--- src/rtl/vrf_pkg.sv ---
package vrf_pkg;
    localparam int DATA_W  = 8;
    localparam int VADDR_W = 14;

    typedef enum logic [2:0] {
        SLOT_CTRL = 3'd0,
        SLOT_MASK = 3'd1,
        SLOT_STAT = 3'd2,
        SLOT_OADR = 3'd3,
        SLOT_ODAT = 3'd4,
        SLOT_SCRL = 3'd5,
        SLOT_ADDR = 3'd6,
        SLOT_DATA = 3'd7
    } slot_e;

    typedef struct packed {
        logic [DATA_W-1:0] ctrl;
        logic [DATA_W-1:0] mask;
        logic [DATA_W-1:0] scr_y;
        logic [DATA_W-1:0] scr_x;
    } view_regs_t;

    localparam int CTRL_NMI_BIT  = 7;
    localparam int CTRL_WIDE_BIT = 2;

    function automatic logic [VADDR_W-1:0] vaddr_step(input logic [VADDR_W-1:0] a,
                                                      input logic wide);
        return a + (wide ? VADDR_W'(32) : VADDR_W'(1));
    endfunction

    function automatic logic slot_locked(input slot_e s);
        return (s == SLOT_CTRL) || (s == SLOT_MASK) || (s == SLOT_SCRL) || (s == SLOT_ADDR);
    endfunction
endpackage

--- src/rtl/vrf_warmup.sv ---
module vrf_warmup #(
    parameter int WARMUP = 29658
) (
    input  logic clk,
    input  logic rst,
    output logic ready
);
    localparam int CW = $clog2(WARMUP + 1);

    logic [CW-1:0] cnt;

    assign ready = (cnt == CW'(WARMUP));

    always_ff @(posedge clk) begin
        if (rst)
            cnt <= '0;
        else if (!ready)
            cnt <= cnt + 1'b1;
    end

    // once unlocked, the lock never returns without power-on
    p_ready_sticky_r9: assert property (@(posedge clk) disable iff (rst)
        ready |=> ready);
endmodule

--- src/rtl/vrf_vblank.sv ---
module vrf_vblank (
    input  logic clk,
    input  logic rst,
    input  logic warm,
    input  logic vbl_start,
    input  logic frame_end,
    input  logic stat_rd,
    output logic vbl_flag,
    output logic stat_bit7,
    output logic odd_frame
);
    // race: a read landing on the set cycle sees 0
    assign stat_bit7 = vbl_flag && !vbl_start;

    always_ff @(posedge clk) begin
        if (rst) begin
            vbl_flag  <= 1'b1;
            odd_frame <= 1'b0;
        end else if (warm) begin
            odd_frame <= 1'b0;
        end else begin
            if (stat_rd)
                vbl_flag <= 1'b0;
            else if (vbl_start)
                vbl_flag <= 1'b1;
            else if (frame_end)
                vbl_flag <= 1'b0;
            if (frame_end)
                odd_frame <= !odd_frame;
        end
    end

    p_race_cancel_r6: assert property (@(posedge clk) disable iff (rst)
        (stat_rd && vbl_start && !warm) |=> !vbl_flag);
    p_read_clears_r5: assert property (@(posedge clk) disable iff (rst)
        (stat_rd && !warm) |=> !vbl_flag);
    p_warm_keeps_flag_r3: assert property (@(posedge clk) disable iff (rst)
        warm |=> vbl_flag == $past(vbl_flag));
endmodule

--- src/rtl/vrf_regfile.sv ---
module vrf_regfile
    import vrf_pkg::*;
(
    input  logic               clk,
    input  logic               rst,
    input  logic               warm,
    input  logic               ready,
    input  logic               sel,
    input  logic               we,
    input  slot_e              slot,
    input  logic [DATA_W-1:0]  wdata,
    input  logic               stat_bit7,
    input  logic [DATA_W-1:0]  mem_rdata,
    output logic [DATA_W-1:0]  rdata,
    output logic               stat_rd,
    output logic               mem_rd,
    output logic               mem_we,
    output logic [VADDR_W-1:0] vaddr,
    output view_regs_t         regs,
    output logic [DATA_W-1:0]  oam_addr
);
    logic                  toggle;
    logic [VADDR_W-9:0]    addr_hi;
    logic [DATA_W-1:0]     rbuf;
    logic [DATA_W-1:0]     latch;
    logic                  acc, wr_ok;

    assign acc     = sel && !warm;
    assign wr_ok   = ready || !slot_locked(slot);
    assign stat_rd = acc && !we && (slot == SLOT_STAT);
    assign mem_rd  = acc && !we && (slot == SLOT_DATA);
    assign mem_we  = acc && we && (slot == SLOT_DATA);

    always_comb begin
        case (slot)
            SLOT_STAT: rdata = {stat_bit7, 2'b00, latch[4:0]};
            SLOT_DATA: rdata = rbuf;
            default:   rdata = latch;
        endcase
    end

    always_ff @(posedge clk) begin
        if (rst) begin
            regs     <= '0;
            oam_addr <= '0;
            vaddr    <= '0;
            addr_hi  <= '0;
            toggle   <= 1'b0;
            rbuf     <= '0;
            latch    <= '0;
        end else if (warm) begin
            regs   <= '0;
            toggle <= 1'b0;
            rbuf   <= '0;
        end else if (acc && we) begin
            latch <= wdata;
            if (wr_ok) begin
                case (slot)
                    SLOT_CTRL: regs.ctrl <= wdata;
                    SLOT_MASK: regs.mask <= wdata;
                    SLOT_OADR: oam_addr  <= wdata;
                    SLOT_ODAT: oam_addr  <= oam_addr + 1'b1;
                    SLOT_SCRL: begin
                        if (toggle) regs.scr_y <= wdata;
                        else        regs.scr_x <= wdata;
                        toggle <= !toggle;
                    end
                    SLOT_ADDR: begin
                        if (toggle) vaddr   <= {addr_hi, wdata};
                        else        addr_hi <= wdata[VADDR_W-9:0];
                        toggle <= !toggle;
                    end
                    SLOT_DATA: vaddr <= vaddr_step(vaddr, regs.ctrl[CTRL_WIDE_BIT]);
                    default: ;
                endcase
            end
        end else if (acc) begin
            if (slot == SLOT_STAT)
                toggle <= 1'b0;
            if (slot == SLOT_DATA) begin
                rbuf  <= mem_rdata;
                vaddr <= vaddr_step(vaddr, regs.ctrl[CTRL_WIDE_BIT]);
            end
        end
    end

    p_warm_clears_r2: assert property (@(posedge clk) disable iff (rst)
        warm |=> (regs == '0) && !toggle && (rbuf == '0));
    p_warm_keeps_addr_r3: assert property (@(posedge clk) disable iff (rst)
        warm |=> (oam_addr == $past(oam_addr)) && (vaddr == $past(vaddr)));
    p_locked_ctrl_r9: assert property (@(posedge clk) disable iff (rst)
        !ready |=> regs.ctrl == $past(regs.ctrl));
    p_buffer_loads_r8: assert property (@(posedge clk) disable iff (rst)
        mem_rd |=> rbuf == $past(mem_rdata));
endmodule

--- src/rtl/vid_regfront.sv ---
module vid_regfront
    import vrf_pkg::*;
#(
    parameter int WARMUP      = 29658,
    parameter bit IGNORE_WARM = 1'b0
) (
    input  logic               clk,
    input  logic               rst,
    input  logic               warm_rst,
    input  logic               cpu_sel,
    input  logic               cpu_we,
    input  logic [2:0]         cpu_addr,
    input  logic [DATA_W-1:0]  cpu_wdata,
    output logic [DATA_W-1:0]  cpu_rdata,
    input  logic               vbl_start,
    input  logic               frame_end,
    output logic [VADDR_W-1:0] mem_addr,
    input  logic [DATA_W-1:0]  mem_rdata,
    output logic               mem_rd,
    output logic               mem_we,
    output logic [DATA_W-1:0]  mem_wdata,
    output logic [DATA_W-1:0]  ctrl_q,
    output logic [DATA_W-1:0]  mask_q,
    output logic [2*DATA_W-1:0] scroll_q,
    output logic [DATA_W-1:0]  oam_addr,
    output logic               odd_frame,
    output logic               nmi
);
    logic       warm, ready, stat_rd, stat_bit7, vbl_flag;
    view_regs_t regs;

    generate
        if (IGNORE_WARM) begin : g_nowarm
            assign warm = 1'b0;
        end else begin : g_warm
            assign warm = warm_rst;
        end
    endgenerate

    vrf_warmup #(.WARMUP(WARMUP)) u_warmup (
        .clk(clk), .rst(rst), .ready(ready)
    );

    vrf_vblank u_vblank (
        .clk(clk), .rst(rst), .warm(warm), .vbl_start(vbl_start),
        .frame_end(frame_end), .stat_rd(stat_rd), .vbl_flag(vbl_flag),
        .stat_bit7(stat_bit7), .odd_frame(odd_frame)
    );

    vrf_regfile u_regfile (
        .clk(clk), .rst(rst), .warm(warm), .ready(ready), .sel(cpu_sel),
        .we(cpu_we), .slot(slot_e'(cpu_addr)), .wdata(cpu_wdata),
        .stat_bit7(stat_bit7), .mem_rdata(mem_rdata), .rdata(cpu_rdata),
        .stat_rd(stat_rd), .mem_rd(mem_rd), .mem_we(mem_we), .vaddr(mem_addr),
        .regs(regs), .oam_addr(oam_addr)
    );

    assign mem_wdata = cpu_wdata;
    assign ctrl_q    = regs.ctrl;
    assign mask_q    = regs.mask;
    assign scroll_q  = {regs.scr_y, regs.scr_x};
    assign nmi       = vbl_flag && regs.ctrl[CTRL_NMI_BIT];

    // a status read drops the interrupt on the following cycle
    p_nmi_drop_r7: assert property (@(posedge clk) disable iff (rst)
        (stat_rd && !warm) |=> !nmi);
endmodule

--- config.mk ---
export PLATFORM = sky130hd
export DESIGN_NAME = vid_regfront
export DESIGN_NICKNAME = d
export VERILOG_FILES = /design/src/rtl/vrf_pkg.sv /design/src/rtl/vrf_warmup.sv /design/src/rtl/vrf_vblank.sv /design/src/rtl/vrf_regfile.sv /design/src/rtl/vid_regfront.sv
export SDC_FILE = /design/constraint.sdc
export NUM_CORES = 1
export LEC_CHECK = 0
export BUFFER_PORTS_ARGS = -buffer_cell sky130_fd_sc_hd__buf_4
export CORE_MARGIN = 8
export CORE_UTILIZATION = 40
export DETAILED_ROUTE_END_ITERATION = 8
export HOLD_SLACK_MARGIN = 0.15
export PLACE_DENSITY_LB_ADDON = 0.12
export RECOVER_POWER = 50
export SYNTH_ARGS = -nofsm -noshare
export SYNTH_HDL_FRONTEND = slang
export SYNTH_SLANG_ARGS = --single-unit
export TNS_END_PERCENT = 10
--- constraint.sdc ---
create_clock -name clk -period 3.87 [get_ports clk]
set_input_delay 0.5805 -clock clk [delete_from_list [all_inputs] [get_ports clk]]
set_output_delay 0.5805 -clock clk [all_outputs]
set_load 0.005 [all_outputs]
==> results.sh, run 1 <==
export IMPL_post_cts_setup_buffers=0
export IMPL_dp_hpwl_um=9020
export IMPL_crit_path_max_fanout=13
export IMPL_syn_inst=542
export IMPL_place_inst=747
export IMPL_maxSlewViolCount=0
export IMPL_ctsHoldBuffers=0
export IMPL_busiest_layer="met2"
export IMPL_peakVddDrop_mv=0.171
export IMPL_post_route_min_period_ns=3.01
export IMPL_rows=39
export IMPL_min_path_type="flop to flop"
export IMPL_rsz0062_at_grt="no"
export IMPL_final_area_um2=5460
export IMPL_cpPeakStageDelay_ns=0.64
export IMPL_start_util=0.403
export IMPL_wirelength_um=12600
export IMPL_grt_use_total=0.171
export IMPL_drcViolationCount=0
export IMPL_syn_area_um2=4550
export IMPL_antenna_found_initial=0
export IMPL_cp_slowest_cell="or3_1"
export IMPL_cp_data_required_time_ns=3.29
export IMPL_min_period_over_period=0.779
export IMPL_dieHeight_um=123
export IMPL_first_pass_iters=4
export IMPL_finalNetCount=647
export IMPL_met3_usage=0.0561
export IMPL_clock_root_buffer="clkbuf_16"
export IMPL_mostFrequentLayoutCells="94 x dfxtp_1, 73 x nor2_1, 72 x nand2_1"
export IMPL_synth_edff_count=0
export IMPL_cp_start_kind="input pin"
export IMPL_via_per_inst=5.34
export IMPL_htreeDepth=3
export IMPL_grt_max_degree=53
export IMPL_final_common_cell="dfxtp_1"
export IMPL_synth_seq_cells=94
export IMPL_drt_antenna_violating_nets=0
export IMPL_path_clk_slew_ns=0.06
export IMPL_leakage_uw=0.00226
export IMPL_fin_skew_ns=0.00483
export IMPL_path_delay_family="simple AND/OR/NAND/NOR gates"
export IMPL_ys_seq_area_frac=0.414
export IMPL_wl_per_cell_um=16.6
export IMPL_synth_cell_types=60
export IMPL_cts_made_buffers=9
export IMPL_fin_util=0.485
export IMPL_grt_ovfl_total=0
export IMPL_io_buffers=99
export IMPL_path_cells="clkbuf_1, nand3_1, or3_1, clkinv_1, buf_4"
export IMPL_num_antenna_cells=0
export IMPL_insertion_delay_ns=0.34
export IMPL_syn_to_final_growth_pct=20.2
export IMPL_use_met2=0.263
export IMPL_powerDensity_nw_per_um2=362
export IMPL_post_layout_nonfiller_instances=763
export IMPL_die_area_um2=15000
export IMPL_synthesis_nets=574
export IMPL_maxCapViolations=0
export IMPL_setup_viol=0
export IMPL_status="complete, no violations"
export IMPL_use_met1=0.222
export IMPL_critical_path_arrival_ns=2.43
export IMPL_layout_drive_gt1_share=0.174
export IMPL_io_pins=100
export IMPL_yosysWarnings=0
export IMPL_worstSetupPathType="input pin to output port"
export IMPL_slew_headroom=0.542
export IMPL_path_buf_inv=3
export IMPL_synth_main_ff_cell="dfxtp_1"
export IMPL_clk_path_buf_depth=2
export IMPL_post_dp_cell_area_um2=5290
export IMPL_multi_input_area_um2=2420
export IMPL_fillers=1120
export IMPL_end_kind="output port"
export IMPL_tritoncts="built"
export IMPL_cts_resized=0
export IMPL_regArea_um2=1880
export IMPL_syn_avg_cell_area_um2=8.39
export IMPL_vias=4073
export IMPL_drt_iter0_drc=365
export IMPL_core_um2=11300
export IMPL_fin_setup_tns_ns=0
export IMPL_fmax_ghz=0.332
export IMPL_worst_slew_pin_slew_ns=0.687
export IMPL_hold_viol=0
export IMPL_grt_pass1_wl_um=20500
export IMPL_grt_pass1_vias=3906
export IMPL_cts_sinks=94
export IMPL_gp_congestion=0.819
export IMPL_async_flop_share=0
export IMPL_die_w_um=123
==> layer usage <==
metal	vias to the layer above	share of wire	wire, µm
met5	-	0	0
met4	0	0.012	157
met3	12	0.081	1020
met2	116	0.46	5810
met1	1915	0.45	5650
li1	2030	-	-
==> registers in the layout, summed over array words and instances (netlist names) <==
register and count:
u_regfile.addr_hi 6, u_regfile.latch 8, u_regfile.oam_addr 8, u_regfile.rbuf 8, u_regfile.regs 32, u_regfile.toggle 1
u_regfile.vaddr 14, u_vblank.odd_frame 1, u_vblank.vbl_flag 1, u_warmup.cnt 15
==> cell type report <==
class | count | area share
Inverter | 9 | 0.00618
Sequential cell | 94 | 0.344
Clock buffer | 11 | 0.0426
Timing Repair Buffer | 103 | 0.122
Tap cell | 143 | 0.0327
Clock inverter | 5 | 0.00916
Multi-Input combinational cell | 398 | 0.443
==> power breakdown <==
group | switching [µW] | internal (µW)
registers | 7.95 | 976
clock network | 367 | 497
logic | 84.1 | 48.7
total | 459 | 1520
==> worst reg2reg max path: stages, from the launching register on <==
cell and delay (ns):
dfxtp_1 0.37, or4_1 0.69, nor3_4 0.35, nand4b_1 0.53, mux2i_1 0.34, nor2_1 0.06
==> synthesized netlist by cell type, drive strengths merged (3+ instances only) <==
cell type	n	area, µm²
a21o	7	52.6
a21oi	41	205
a22oi	6	45.0
a311oi	3	38.8
a31oi	3	18.8
and2	5	33.8
and3	7	43.8
buf	15	106
clkbuf	26	97.6
dfxtp	94	1880
ha	6	75.1
inv	8	30.0
mux2	6	67.6
mux2i	39	390
nand2	72	270
nand2b	6	37.5
nand3	22	120
nand3b	5	37.5
nand4	9	71.3
nor2	73	274
nor2b	5	31.3
nor3	6	46.3
nor4	4	40.0
o21ai	29	145
o31ai	5	37.5
or3	6	37.5
xnor2	7	61.3
xor2	4	35.0
==> logic make-up (layout without fill, tap and decap cells) <==
| group | Yosys count | in the layout | synth area share |
|---|---|---|---|
| DFF | 94 | 94 | 0.414 |
| xor gates and xnor gates | 11 | 11 | 0.0212 |
| adders and majority gates | 6 | 6 | 0.0165 |
| AOI/OAI and AO/OA | 107 | 107 | 0.149 |
| and+or+nand+nor | 229 | 229 | 0.246 |
| buffers and inverters | 50 | 128 | 0.0523 |
| muxes | 45 | 45 | 0.101 |
==> stage by stage <==
| step | setup WS [ns] | hold WS, ns | power, µW |
|---|---|---|---|
| after detailed placement | 1.01 | 0.448 | 1140 |
| after floorplan | 1.79 | 0.432 | 1090 |
| after global routing | 0.688 | 0.473 | 2050 |
| after CTS | 1.14 | 0.455 | 2010 |
| final | 0.856 | 0.454 | 1980 |
| after global placement | 1.12 | 0.445 | 1140 |
==> final timing paths <==
| kind | slack [ns] | endpoint | from | cells past startpoint |
|---|---|---|---|---|
| max | 0.86 | mem_rd | cpu_addr[0] | 5 |
| max reg2reg | 1.41 | u_regfile.regs[4] | u_warmup.cnt[2] | 5 |
| min reg2reg | 0.45 | u_regfile.latch[4] | u_regfile.latch[4] | 2 |
| min | 0.45 | u_regfile.latch[4] | u_regfile.latch[4] | 2 |
(Power assumes the default switching activity.)
==> run 2: changes to the inputs <==
clock period = 2.6 ns   (was 3.87 ns; I/O delays follow)
==> results.sh, run 2 (synthesis gave the netlist of run 1 again) <==
export IMPL_post_route_min_period_ns=2.11
export IMPL_worst_slew_pin_slew_ns=0.850
export IMPL_cp_data_required_time_ns=2.81
export IMPL_maxCapViolations=0
export IMPL_grt_ovfl_total=0
export IMPL_syn_to_final_growth_pct=21.9
export IMPL_worstSetupPathType="flop to flop"
export IMPL_path_clk_slew_ns=0.06
export IMPL_num_antenna_cells=0
export IMPL_drcViolationCount=0
export IMPL_wirelength_um=12600
export IMPL_place_ws_ns=0.505
export IMPL_met3_usage=0.0543
export IMPL_fin_setup_tns_ns=0
export IMPL_rsz0062_at_grt="no"
export IMPL_grt_use_total=0.172
export IMPL_gp_congestion=0.840
export IMPL_rows=39
export IMPL_io_pins=100
export IMPL_leakage_uw=0.00230
export IMPL_first_pass_iters=4
export IMPL_cp_common_cell="ha_1"
export IMPL_via_per_inst=5.30
export IMPL_final_area_um2=5540
export IMPL_largest_register_ff_count=32
export IMPL_crit_path_max_fanout=8
export IMPL_drt_iter0_drc=304
export IMPL_hold_viol=0
export IMPL_post_cts_setup_buffers=0
export IMPL_peakVddDrop_mv=0.345
export IMPL_insertion_delay_ns=0.35
export IMPL_use_met2=0.264
export IMPL_setup_viol=0
export IMPL_vias=4071
export IMPL_powerDensity_nw_per_um2=561
export IMPL_path_cells="inv_1, ha_1, ha_1, and3_1, a21o_1, a31o_2, a21oi_1, a211oi_2"
export IMPL_ctsHoldBuffers=0
export IMPL_die_area_um2=15000
export IMPL_min_period_over_period=0.812
export IMPL_die_w_um=123
export IMPL_io_buffers=99
export IMPL_fmax_ghz=0.473
export IMPL_reg_largest_list="u_regfile.regs: 32 flops, u_warmup.cnt: 15 flops, u_regfile.vaddr: 14 flops"
export IMPL_final_common_cell="dfxtp_1"
export IMPL_cp_slowest_cell="dfxtp_1"
export IMPL_core_um2=11300
export IMPL_htreeDepth=3
export IMPL_fin_skew_ns=0.00572
export IMPL_cts_made_buffers=9
export IMPL_finalWorstSetupSlack_ns=0.488
export IMPL_use_met1=0.221
export IMPL_cpPeakStageDelay_ns=0.44
export IMPL_grt_pass1_vias=3887
export IMPL_cts_resized=0
export IMPL_cts_sinks=94
export IMPL_end_kind="flop"
export IMPL_max_flop_register="u_regfile.regs"
export IMPL_r2r_slack_ns=0.49
export IMPL_slew_headroom=0.433
export IMPL_busiest_layer="met2"
export IMPL_tritoncts="built"
export IMPL_maxSlewViolCount=0
export IMPL_wl_per_cell_um=16.4
export IMPL_grt_max_degree=52
export IMPL_dieHeight_um=123
export IMPL_cp_start_kind="flop"
export IMPL_grt_pass1_wl_um=20300
export IMPL_layout_drive_gt1_share=0.182
export IMPL_antenna_found_initial=0
export IMPL_finalNetCount=653
export IMPL_mostFrequentLayoutCells="94 x dfxtp_1, 73 x nor2_1, 72 x nand2_1"
export IMPL_clock_root_buffer="clkbuf_16"
export IMPL_status="complete, no violations"
export IMPL_start_util=0.403
export IMPL_drt_antenna_violating_nets=0
export IMPL_critical_path_arrival_ns=2.33
export IMPL_dp_hpwl_um=9010
export IMPL_min_path_type="input pin to flop"
export IMPL_post_dp_cell_area_um2=5340
export IMPL_clk_path_buf_depth=2
## run 2: report_power, final
part,switching [µW],internal [µW]
clock,555,886
sequential,11.5,1450
combinational,127,76.4
total,694,2410
## run 2: final cells by class
class / instances / area [µm²]
Inverter: 9 / 33.8
Sequential cell: 94 / 1880
Fill cell: 1133 / 5730
Tap cell: 143 / 179
Multi-Input combinational cell: 398 / 2430
Clock buffer: 11 / 253
Clock inverter: 4 / 70.1
Timing Repair Buffer: 109 / 699
## run 2: metal layers
layer / vias to the layer above / routed length (µm)
met5: - / 0
li1: 2035 / -
met3: 12 / 951
met1: 1921 / 5800
met2: 103 / 5670
met4: 0 / 199
## run 2: final timing paths
| check | startpoint | to | depth (start not counted) |
|---|---|---|---|
| min | vbl_start | u_vblank.vbl_flag | 3 |
| min reg2reg | u_regfile.rbuf[7] | u_regfile.rbuf[7] | 2 |
| max | u_regfile.regs[26] | u_regfile.vaddr[8] | 8 |
| max reg2reg | u_regfile.regs[26] | u_regfile.vaddr[8] | 8 |
## run 2: through the flow
step	total power, µW	hold slack, ns	std cells	util
after floorplan	1620	0.432	542	-
after global placement	1710	0.443	753	0.474
after detailed placement	1710	0.446	753	0.474
after CTS	3140	0.279	768	0.502
after global routing	3210	0.290	768	0.492
final	3110	0.288	768	0.492
## run 2: critical path, delay by kind of cell (launching register included)
kind / cells / cell delay, ns
compound gates: 4 / 0.78
fa+ha+maj: 2 / 0.47
buf+inv: 1 / 0.07
flops: 1 / 0.44
simple gates: 1 / 0.21
